`config.mk`:
```
export PLATFORM = sky130hd
export DESIGN_NAME = ctl_reset_gen
export DESIGN_NICKNAME = d
export VERILOG_FILES = /design/src/rtl/rstgen_pkg.sv /design/src/rtl/rstgen_sync.sv /design/src/rtl/rstgen_debounce.sv /design/src/rtl/rstgen_fsm.sv /design/src/rtl/ctl_reset_gen.sv
export SDC_FILE = /design/constraint.sdc
export NUM_CORES = 1
export LEC_CHECK = 0
export BUFFER_PORTS_ARGS = -buffer_cell sky130_fd_sc_hd__buf_2
export CAP_MARGIN = 15
export CORE_MARGIN = 3
export CORE_UTILIZATION = 50
export CTS_CLUSTER_DIAMETER = 120
export DETAILED_ROUTE_END_ITERATION = 8
export PLACE_DENSITY = 0.68
export SLEW_MARGIN = 30
export SYNTH_ARGS = -nofsm -noshare
export SYNTH_HDL_FRONTEND = slang
export SYNTH_SLANG_ARGS = --single-unit
```
`constraint.sdc`:
```
create_clock -name clk -period 4.11 [get_ports clk]
set_input_delay 0.6165 -clock clk [delete_from_list [all_inputs] [get_ports clk]]
set_output_delay 0.6165 -clock clk [all_outputs]
set_load 0.1 [all_outputs]
```
`src/rtl/rstgen_pkg.sv`:
```
package rstgen_pkg;
    typedef enum logic [1:0] {
        RS_IDLE    = 2'd0,
        RS_HOLD    = 2'd1,
        RS_STRETCH = 2'd2
    } rs_state_e;
endpackage

```
`src/rtl/rstgen_sync.sv`:
```
module rstgen_sync #(
    parameter int  STAGES  = 2,
    parameter bit  RST_VAL = 1'b0
) (
    input  logic clk,
    input  logic arst,
    input  logic d,
    output logic q
);
    logic [STAGES-1:0] chain;

    always_ff @(posedge clk or posedge arst) begin
        if (arst) chain[0] <= RST_VAL;
        else      chain[0] <= d;
    end

    for (genvar g = 1; g < STAGES; g++) begin : g_stage
        always_ff @(posedge clk or posedge arst) begin
            if (arst) chain[g] <= RST_VAL;
            else      chain[g] <= chain[g-1];
        end
    end

    assign q = chain[STAGES-1];
endmodule

```
`src/rtl/rstgen_debounce.sv`:
```
module rstgen_debounce #(
    parameter int DEB_CYCLES = 16
) (
    input  logic clk,
    input  logic arst,
    input  logic din,
    output logic dout
);
    localparam int CW = (DEB_CYCLES > 1) ? $clog2(DEB_CYCLES) : 1;
    localparam logic [CW-1:0] LAST = CW'(DEB_CYCLES - 1);

    logic [CW-1:0] cnt;
    logic          stable;

    always_ff @(posedge clk or posedge arst) begin
        if (arst) begin
            cnt    <= '0;
            stable <= 1'b0;
        end else if (din == stable) begin
            cnt <= '0;
        end else if (cnt == LAST) begin
            cnt    <= '0;
            stable <= din;
        end else begin
            cnt <= cnt + 1'b1;
        end
    end

    assign dout = stable;
endmodule

```
`src/rtl/rstgen_fsm.sv`:
```
module rstgen_fsm
    import rstgen_pkg::*;
#(
    parameter int PULSE_CYCLES = 8
) (
    input  logic clk,
    input  logic arst,
    input  logic level_req,
    input  logic pulse_trig,
    output logic rst_n_out,
    output logic busy
);
    localparam int CW = (PULSE_CYCLES > 1) ? $clog2(PULSE_CYCLES) : 1;
    localparam logic [CW-1:0] RELOAD = CW'(PULSE_CYCLES - 1);

    rs_state_e     state, nxt;
    logic [CW-1:0] cnt, cnt_nxt;
    logic          rst_n_q, busy_q;

    // state register
    always_ff @(posedge clk or posedge arst) begin
        if (arst) begin
            state <= RS_HOLD;
            cnt   <= RELOAD;
        end else begin
            state <= nxt;
            cnt   <= cnt_nxt;
        end
    end

    // next state
    always_comb begin
        nxt     = state;
        cnt_nxt = cnt;
        unique case (state)
            RS_IDLE: begin
                if (level_req) begin
                    nxt = RS_HOLD;
                end else if (pulse_trig) begin
                    nxt     = RS_STRETCH;
                    cnt_nxt = RELOAD;
                end
            end
            RS_HOLD: begin
                if (!level_req) begin
                    nxt     = RS_STRETCH;
                    cnt_nxt = RELOAD;
                end
            end
            RS_STRETCH: begin
                if (level_req) begin
                    nxt = RS_HOLD;
                end else if (pulse_trig) begin
                    cnt_nxt = RELOAD;
                end else if (cnt == '0) begin
                    nxt = RS_IDLE;
                end else begin
                    cnt_nxt = cnt - 1'b1;
                end
            end
            default: nxt = RS_HOLD;
        endcase
    end

    // registered outputs: release only on a clock edge
    always_ff @(posedge clk or posedge arst) begin
        if (arst) begin
            rst_n_q <= 1'b0;
            busy_q  <= 1'b1;
        end else begin
            rst_n_q <= (nxt == RS_IDLE);
            busy_q  <= (nxt != RS_IDLE);
        end
    end

    assign rst_n_out = rst_n_q;
    assign busy      = busy_q;
endmodule

```
`src/rtl/ctl_reset_gen.sv`:
```
module ctl_reset_gen #(
    parameter int         PULSE_CYCLES = 8,
    parameter int         DEB_CYCLES   = 16,
    parameter int         SYNC_STAGES  = 2,
    parameter logic [1:0] RST_OFS      = 2'b11
) (
    input  logic       clk,
    input  logic       sys_reset,
    input  logic       card_sel,
    input  logic [1:0] port_ofs,
    input  logic       io_wr_n,
    input  logic       btn_n,
    output logic       ctl_rst_n,
    output logic       rst_busy
);
    logic wr_q;
    logic sw_trig;
    logic btn_sync;
    logic btn_level;

    always_ff @(posedge clk or posedge sys_reset) begin
        if (sys_reset) wr_q <= 1'b1;
        else           wr_q <= io_wr_n;
    end

    assign sw_trig = card_sel && (port_ofs == RST_OFS) && !io_wr_n && wr_q;

    rstgen_sync #(.STAGES(SYNC_STAGES), .RST_VAL(1'b0)) u_sync (
        .clk  (clk),
        .arst (sys_reset),
        .d    (!btn_n),
        .q    (btn_sync)
    );

    rstgen_debounce #(.DEB_CYCLES(DEB_CYCLES)) u_deb (
        .clk  (clk),
        .arst (sys_reset),
        .din  (btn_sync),
        .dout (btn_level)
    );

    rstgen_fsm #(.PULSE_CYCLES(PULSE_CYCLES)) u_fsm (
        .clk        (clk),
        .arst       (sys_reset),
        .level_req  (btn_level),
        .pulse_trig (sw_trig),
        .rst_n_out  (ctl_rst_n),
        .busy       (rst_busy)
    );
endmodule

```
==> impl_results.md, run 1 <==
- Max cap viols: 0
- Relative slew slack: 63.4%
- Post-synth EDFFs: 0
- DR DRC count: 0
- Core area: 1330 um2
- Via count: 495
- Initial Util: 54.1%
- Die Y: 44 um
- Synth Area in Adders: 5.20%
- Clock-pin slew on the worst setup and hold paths: 90 ps
- Area delta synth->final: 10.6%
- # resized after CTS: 0
- Post-route ant nets: 0
- CP max FO: 1
- RSZ-0062 raised after global routing: false
- WP buf/inv: 1
- Wire per inst: 13.5 um
- Peak supply drop: 0.332 mV
- Min cycle time layout: 1830 ps
- Setup-failing EPs final: 0
- Largest family of logic cells by synthesized area: simple AND/OR/NAND/NOR gates
- Register area share after synthesis: 53.0%
- Rows: 13
- Static leakage: 0.365 nW
- Post-CTS Setup Bufs: 0
- Syn Area/Cell: 11.5 um2
- Post-Place Cells: 84
- Synth unique cells: 27
- Critical path startpoint: u_fsm.busy$_DFF_PP1_
- First-pass iteration count of the detailed router: 4
- Power Dens Cells: 624 nW/um2
- Syn Inst Count: 63
- Kind of critical path: flip-flop to primary output
- Total chip power: 0.000498 W
- Port bufs: 8
- Ys Warns: 0
- Status: completed
- Fin Setup TNS: 0 ps
- TritonCTS Buffers: 3
- Slew Limit Fails: 0
- CP Data Arrival Time: 1210 ps
- Crit path launch type: flip-flop
- Routed vias/inst: 5.63
- Post-synth top flop: dfrtp_1
- Reg area: 383 um2
- I/O pins: 9
- Vias in the first global route: 468
- Non-filler cells, final: 88
- Fin. Hold Viols: 0
- Fin util: 59.8%
- Worst r2r src: u_fsm.cnt[0]$_DFFE_PP1P_
- Worst min path class: input port to asynchronous set/reset pin
- Gr ovfl total: 0
- CP max-delay cell: dfstp_2
- Synth Cell Area: 722 um2
- Mux contribution to synthesized area: 1.56%
- Die Width: 44 um
- Flops & latches, synth: 15
- Diodes inserted: 0
- First-pass GRT wire length: 2050 um
- CTS tree: done
- Worst Tran Pin Value: 549 ps
- Area of the multi-input gates: 299 um2
- Clk sinks: 15
- Synth Area in Simple Gates: 18.7%
- Total track usage: 14.7%
- Clock Path Buffers: 2
- H-tree Lvls: 1
- Final net count: 84
- Filler cell count: 113
- Post-DP HPWL: 830 um
- Cell Chain, Critical Path: buf_2
- Final wirelength: 1190 um
- Die area: 1940 um2
- Clock Skews: 5.47 ps
- Largest net degree at the start of global routing: 16
- Tcrit/Tclk final: 44.4%
- Placer congestion estimate: 0.764
- Data required, critical path: 3490 ps
- CP Capture Type: primary output
- Async set-or-reset flop fraction in the synthesized netlist: 100%
- Root buffer cell: clkbuf_4
- Family with the most delay on the worst path: flip-flops
- Syn_nets: 73
- Compound-Gate Fraction of Synth Area: 13.5%
- Initial drt markers: 13
- Fmax: 547 MHz
- Skew-Pair Late Insertion Delay: 280 ps
- CP max stage delay: 520 ps
- Synth Area in XOR/XNOR: 2.43%
- Layout cells sized above 1: 34.2%
- Antenna violations before repair: 0
- Hold-fix buffers, CTS: 0
sequential cells by signal, indices dropped and copies added, names as in the netlist:
signal and flops:
u_fsm.rst_n_out 1, u_deb.dout 1, u_sync.q 1, wr_q 1, u_fsm.busy 1, u_fsm.state 2
u_fsm.cnt 3, u_deb.cnt 4, u_sync.chain 1
cells by family (layout without fill, tap and decap cells):
kind of cell	count (synthesis)	after routing
buf+inv	10	20
compound gates	15	15
fa+ha+maj	3	3
mux	1	1
simple gates	17	17
xor+xnor	2	2
flops	15	15
cell type report:
| type | instances | area share (%) |
|---|---|---|
| inverter | 8 | 3.76 |
| clock buffer | 3 | 2.82 |
| timing repair buffer | 8 | 5.02 |
| clock inverter | 1 | 0.627 |
| sequential | 15 | 48.0 |
| tap | 15 | 2.35 |
| multi-input combinational | 38 | 37.5 |
layout by cell type, fill, tap and decap left out:
master / Yosys / final
a21oi_1: 7 / 7
a311oi_1: 1 / 1
a32oi_1: 1 / 1
and4_4: 1 / 1
buf_2: 2 / 8
clkbuf_4: 0 / 3
clkinv_2: 0 / 1
dfrtp_1: 9 / 9
dfstp_2: 6 / 6
ha_1: 3 / 3
inv_1: 8 / 8
mux2_2: 1 / 1
nand2b_1: 1 / 1
nand3_1: 2 / 2
nand4_1: 1 / 1
nand4b_1: 1 / 1
nand4bb_1: 2 / 2
nor2_1: 1 / 1
nor2b_1: 2 / 2
nor2b_4: 1 / 1
nor4_1: 1 / 1
o21ai_0: 2 / 2
o21bai_1: 1 / 1
o31a_2: 1 / 1
o32ai_1: 2 / 2
or2_2: 2 / 2
or4_4: 1 / 1
or4b_1: 1 / 1
xnor2_1: 2 / 2
where the power goes:
part / internal [W] / total (W) / switching [W]
registers: 0.000194 / 0.000220 / 0.0000255
clock network: 0.0000361 / 0.0000843 / 0.0000481
logic: 0.0000706 / 0.000194 / 0.000124
Yosys cell counts, types with 2 or more instances:
master	n	area, um2
dfstp_2	6	158
buf_2	2	10.0
ha_1	3	37.5
o21ai_0	2	10.0
xnor2_1	2	17.5
or2_2	2	12.5
nand3_1	2	10.0
inv_1	8	30.0
nand4bb_1	2	22.5
a21oi_1	7	35.0
dfrtp_1	9	225
o32ai_1	2	17.5
nor2b_1	2	12.5
worst paths after layout:
path                                             end  slack [ps]  cells past startpoint
min in group clk                  u_sync.q$_DFF_PP0_         370                      0
hold / removal             u_fsm.rst_n_out$_DFF_PP0_         360                      2
hold reg to reg                   u_sync.q$_DFF_PP0_         370                      0
setup / recovery                            rst_busy        2280                      1
setup reg to reg            u_fsm.cnt[0]$_DFFE_PP1P_        2330                      6
max in group asynchronous       u_fsm.busy$_DFF_PP1_        3370                      2
per-layer routing:
metal	vias up	GRT usage, %	part of all wire [%]
met5	-	0	0
met4	0	7.23	1.4
met3	4	3.73	3.6
met2	11	22.1	44
met1	232	19.7	51
li1	248	-	-
per-stage QoR:
stage | setup WS [ps] | hold slack [ps] | cell area, um2
floorplan | 2410 | 331 | 722
detailed placement | 2340 | 356 | 771
CTS | 2270 | 373 | 798
finish | 2280 | 360 | 798
global route | 2220 | 368 | 798
global placement | 2370 | 334 | 771
Note: power is estimated with default switching activity, not from simulation.
==> inputs of run 2 (changes only) <==
clock period = 1.8 ns   (was 4.11 ns; I/O delays follow)
==> impl_results.md, run 2 (synthesis gave the netlist of run 1 again) <==
- Family with the most delay on the worst path: simple AND/OR/NAND/NOR gates
- Status: completed
- P_sw: 0.000457 W
- Initial drt markers: 3
- Fmax: 579 MHz
- Sequential power share: 43.2%
- Commonest non-fill, non-tap cells in the layout: dfrtp_1 (9), inv_1 (8), buf_2 (8)
- Die area: 1940 um2
- RSZ-0062 raised after global routing: false
- Gate power share: 39.8%
- Crit-path most repeated cell: ha_1
- Kind of critical path: flip-flop to flip-flop
- TritonCTS Buffers: 3
- Worst r2r src: u_fsm.cnt[0]$_DFFE_PP1P_
- Post-Place Cells: 85
- CP Data Arrival Time: 1940 ps
- Max cap viols: 0
- Crit path launch type: flip-flop
- Placer congestion estimate: 0.741
- Port bufs: 8
- Root buffer cell: clkbuf_4
- Clock Skews: 1.87 ps
- Final net count: 85
- Power Dens Cells: 1420 nW/um2
- Slew Limit Fails: 0
- Biggest register: u_deb.cnt
- Vias in the first global route: 535
- Tcrit/Tclk final: 96.0%
- Peak supply drop: 0.592 mV
- Core area: 1330 um2
- Max reg flops: 4
- R2R setup slack: 70 ps
- Clock Power Share: 17.0%
- CP max-delay cell: dfstp_2
- CP Capture Type: flip-flop
- Clk sinks: 15
- Post-DP HPWL: 869 um
- WP buf/inv: 1
- First-pass GRT wire length: 2250 um
- Fin Setup TNS: 0 ps
- Final wirelength: 1200 um
- Filler cell count: 114
- Rows: 13
- Min cycle time layout: 1730 ps
- CP max FO: 4
- Area delta synth->final: 12.1%
- Non-filler cells, final: 89
- Post-CTS Setup Bufs: 0
- Internal Power: 0.000696 W
- Most common cell after layout, fill and taps aside: dfrtp_1
- H-tree Lvls: 1
- Skew-Pair Late Insertion Delay: 290 ps
- Critical path startpoint: u_fsm.cnt[0]$_DFFE_PP1P_
- Total track usage: 16.2%
- Die Y: 44 um
- Relative slew slack: 62.3%
- Clock-pin slew on the worst setup and hold paths: 90 ps
- Data required, critical path: 2010 ps
- Via count: 512
- Layout cells sized above 1: 36.5%
- Post-route ant nets: 0
- Routed vias/inst: 5.75
- Largest net degree at the start of global routing: 16
- Gr ovfl total: 0
- Setup-failing EPs final: 0
- CP max stage delay: 550 ps
- CTS tree: done
- Clock Path Buffers: 2
- DR DRC count: 0
- Diodes inserted: 0
- Net Sw Frac: 39.6%
- Antenna violations before repair: 0
- Cell Chain, Critical Path: inv_1, ha_1, ha_1, or4b_1, nand3_1, a32oi_1
- Static leakage: 0.371 nW
- Die Width: 44 um
- Worst Tran Pin Value: 565 ps
- Initial Util: 54.1%
- I/O pins: 9
- Wire per inst: 13.5 um
- Worst min path class: input port to asynchronous set/reset pin
- Largest regs: u_deb.cnt x4, u_fsm.cnt x3, u_fsm.state x2
- First-pass iteration count of the detailed router: 4
- Fin. Hold Viols: 0
-- run 2: metrics by stage --
step / setup slack, ps / total power, W / utilization, % / hold slack (ps) / area (um2)
floorplan: 101 / 0.000877 / - / 167 / 722
detailed placement: 78.3 / 0.000960 / 58.3 / 344 / 778
global route: 7.04 / 0.00124 / 60.7 / 44.6 / 810
CTS: 64.3 / 0.00116 / 60.4 / 23.4 / 806
finish: 72.5 / 0.00115 / 60.7 / 22.6 / 810
global placement: 124 / 0.000948 / 58.3 / 334 / 778
-- run 2: cell type report --
cell class              instances  area [um2]  share of cell area [%]
flip-flops and latches         15         383                    47.3
multi-input cells              38         303                    37.4
repair buffers                  9        47.5                    5.87
inverters                       8        30.0                    3.71
clock buffers                   3        22.5                    2.78
well taps                      15        18.8                    2.32
clock inverters                 1        5.00                   0.618
-- run 2: power groups by stage --
stage / Sequential [W] / Combinational (W) / Clock [W]
2_1_floorplan: 0.000657 / 0.000220 / 0
3_3_place_gp: 0.000503 / 0.000445 / 0
3_5_place_dp: 0.000507 / 0.000454 / 0
4_1_cts: 0.000500 / 0.000457 / 0.000203
5_1_grt: 0.000515 / 0.000505 / 0.000223
6_report: 0.000498 / 0.000459 / 0.000196
-- run 2: routing by layer --
metal	GRT usage (%)	up-vias	wire (um)
li1	-	251	-
met1	19.5	248	550
met2	26.5	11	583
met3	4.98	2	52
met4	7.23	0	15
met5	0	-	0
-- run 2: repair_timing --
| action | 4_1_cts | 5_1_grt |
|---|---|---|
| gates resized for setup | 0 | 1 |
| endpoints found under the setup margin | 0 | 1 |
| endpoints found under the hold margin | 0 | 0 |
| hold buffers | 0 | 0 |
-- run 2: worst paths after layout --
path	cells past startpoint	to
max reg2reg	6	u_fsm.cnt[0]$_DFFE_PP1P_
min in group clk	1	wr_q$_DFF_PP1_
min reg2reg	0	u_sync.q$_DFF_PP0_
min	2	u_deb.dout$_DFFE_PP0P_
max	6	u_fsm.cnt[0]$_DFFE_PP1P_
max in group asynchronous	2	u_fsm.busy$_DFF_PP1_
==> inputs of run 3 (changes only) <==
ABC_AREA = 1   (was not set)
PLACE_DENSITY = 0.69   (was 0.68)
==> impl_results.md, run 3 <==
- Status: completed
- Worst min path class: input port to asynchronous set/reset pin
- Clock Power Share: 16.5%
- CP Capture Type: primary output
- DR DRC count: 0
- Gate power share: 40.9%
- Share of the synthesized area in the top cell type: 33.3%
- Routed vias/inst: 4.85
- Die Width: 42.8 um
- Critical path startpoint: u_fsm.busy$_DFF_PP1_
- Rows: 12
- Skew-Pair Late Insertion Delay: 280 ps
- First-pass GRT wire length: 2010 um
- Family with the most delay on the worst path: flip-flops
- Clock Path Buffers: 2
- Max reg flops: 4
- Clock-pin slew on the worst setup and hold paths: 90 ps
- Commonest non-fill, non-tap cells in the layout: nand2_1 (16), inv_1 (13), dfrtp_1 (9)
- Post-DP HPWL: 850 um
- Port bufs: 8
- Largest regs: u_deb.cnt x4, u_fsm.cnt x3, u_fsm.state x2
- Count leader, synth: nand2_1
- Area of the multi-input gates: 236 um2
- RSZ-0062 raised after global routing: false
- Fmax: 668 MHz
- R2r endpoint: u_fsm.cnt[2]$_DFFE_PP1P_
- Slew Limit Fails: 0
- I/O pins: 9
- Die Y: 42.8 um
- Fin. Hold Viols: 0
- Tcrit/Tclk final: 83.1%
- Worst r2r src: u_fsm.cnt[0]$_DFFE_PP1P_
- TritonCTS Buffers: 3
- Fin util: 64.1%
- Antenna violations before repair: 0
- Vias in the first global route: 487
- Initial Util: 57.0%
- Ys Warns: 0
- Async set-or-reset flop fraction in the synthesized netlist: 100%
- Core area: 1190 um2
- Gr ovfl total: 0
- Relative slew slack: 64.2%
- Min cycle time layout: 1500 ps
- Syn_nets: 82
- Sequential power share: 42.6%
- Static leakage: 0.421 nW
- Biggest register: u_deb.cnt
- Cell Chain, Critical Path: buf_2
- CP max-delay cell: dfstp_2
- Diodes inserted: 0
- CP Data Arrival Time: 1230 ps
- Layout cells sized above 1: 32.1%
- Filler cell count: 109
- Synth unique cells: 17
- Post-synth top flop: dfrtp_1
- Post-route ant nets: 0
- Final instance area: 761 um2
- R2R setup slack: 350 ps
- Die area: 1830 um2
- Data required, critical path: 1530 ps
- WP depth: 1
- Power Dens Cells: 1510 nW/um2
- Most common cell after layout, fill and taps aside: nand2_1
- Total track usage: 14.8%
- Net Sw Frac: 42.8%
- Worst reg-to-reg path cell count: 8
- Root buffer cell: clkbuf_4
- Post-synth EDFFs: 0
- CP max stage delay: 530 ps
- Max cap viols: 0
- Final net count: 95
- Via count: 475
- CP max FO: 1
- Syn Inst Count: 72
- Setup-failing EPs final: 0
- Crit path launch type: flip-flop
- P_sw: 0.000492 W
- Total chip power: 0.00115 W
- Area delta synth->final: 12.6%
- Non-filler cells, final: 98
- Clk sinks: 15
- Post-CTS Setup Bufs: 0
- CTS tree: done
- Flops & latches, synth: 15
- Clock Skews: 1.71 ps
- Area post-placement: 733 um2
- Reg area: 383 um2
- Register area share after synthesis: 56.7%
- Hold-fix buffers, CTS: 0
- Fin Setup TNS: 0 ps
- Synth top cells by count: nand2_1 (16), inv_1 (13), dfrtp_1 (9)
- First-pass iteration count of the detailed router: 4
- Largest area contributor in the netlist: dfrtp_1
- Peak supply drop: 1.01 mV
- Final wirelength: 1060 um
- WP buf/inv: 1
- # resized after CTS: 0
- Synth Cell Area: 676 um2
- Crit path to: rst_busy
- Internal Power: 0.000658 W
- Kind of critical path: flip-flop to primary output
- Worst Tran Pin Value: 536 ps
- Synth area leaders: dfrtp_1 (33%), dfstp_2 (23%), nand2_1 (8.9%), inv_1 (7.2%), ha_1 (5.6%)
- H-tree Lvls: 1
- Largest net degree at the start of global routing: 16
- Post-Place Cells: 94
- Syn Area/Cell: 9.38 um2
- Placer congestion estimate: 0.724
- Initial drt markers: 7
- Wire per inst: 10.8 um
==> run 3: cell types whose count changed in the layout (fill, tap and decap cells not counted), sizes merged, moves of 3 or more <==
cell   change
nand2     +19
nor2       +8
inv        +7
a21oi      -5
nand3      +3
nor2b      -3
==> run 3: cell type report <==
cell class | count | share of cell area (%)
Clock buffer | 3 | 2.96
Clock inverter | 1 | 0.658
Inverter | 15 | 7.40
Multi-Input combinational cell | 42 | 31.1
Sequential cell | 15 | 50.3
Tap cell | 14 | 2.30
Timing Repair Buffer | 8 | 5.26
==> run 3: cell families (layout without fill, tap and decap cells) <==
group / Yosys count / after routing / share of synthesized area, %
and+or+nand+nor: 35 / 35 / 24.3
xor gates and xnor gates: 2 / 2 / 2.59
DFF: 15 / 15 / 56.7
adders and majority gates: 3 / 3 / 5.56
AOI/OAI and AO/OA: 2 / 2 / 2.59
buffers and inverters: 15 / 27 / 8.33
==> run 3: how the worst min path moves through the flow <==
stage | from | endpoint | slack (ps) | cells past startpoint
finish | sys_reset | u_sync.q$_DFF_PP0_ | 8 | 2
global route | sys_reset | u_sync.chain[0]$_DFF_PP0_ | 30 | 2
CTS | sys_reset | u_sync.chain[0]$_DFF_PP0_ | 10 | 2
detailed placement | sys_reset | u_sync.chain[0]$_DFF_PP0_ | 340 | 2
global placement | u_sync.chain[0]$_DFF_PP0_ | u_sync.q$_DFF_PP0_ | 330 | 0
floorplan | sys_reset | u_deb.cnt[0]$_DFF_PP0_ | 170 | 1
==> run 3: power by group through the flow <==
stage / registers [W] / logic [W] / clock network [W]
finish: 0.000490 / 0.000470 / 0.000190
global route: 0.000501 / 0.000541 / 0.000215
CTS: 0.000491 / 0.000475 / 0.000201
detailed placement: 0.000497 / 0.000474 / 0
global placement: 0.000490 / 0.000469 / 0
floorplan: 0.000649 / 0.000239 / 0
==> run 3: stage by stage <==
stage          hold WS (ps)  worst slack (ps)
6_report               7.78               303
5_1_grt                26.2               225
4_1_cts                12.8               282
3_5_place_dp            337               354
3_3_place_gp            332               381
2_1_floorplan           167               440
==> run 3: metal layers <==
| metal | wire, um | vias to the layer above | global-route usage [%] |
|---|---|---|---|
| li1 | - | 236 | - |
| met1 | 442 | 218 | 17.3 |
| met2 | 534 | 17 | 24.9 |
| met3 | 62 | 4 | 2.54 |
| met4 | 24 | 0 | 9.32 |
| met5 | 0 | - | 0 |
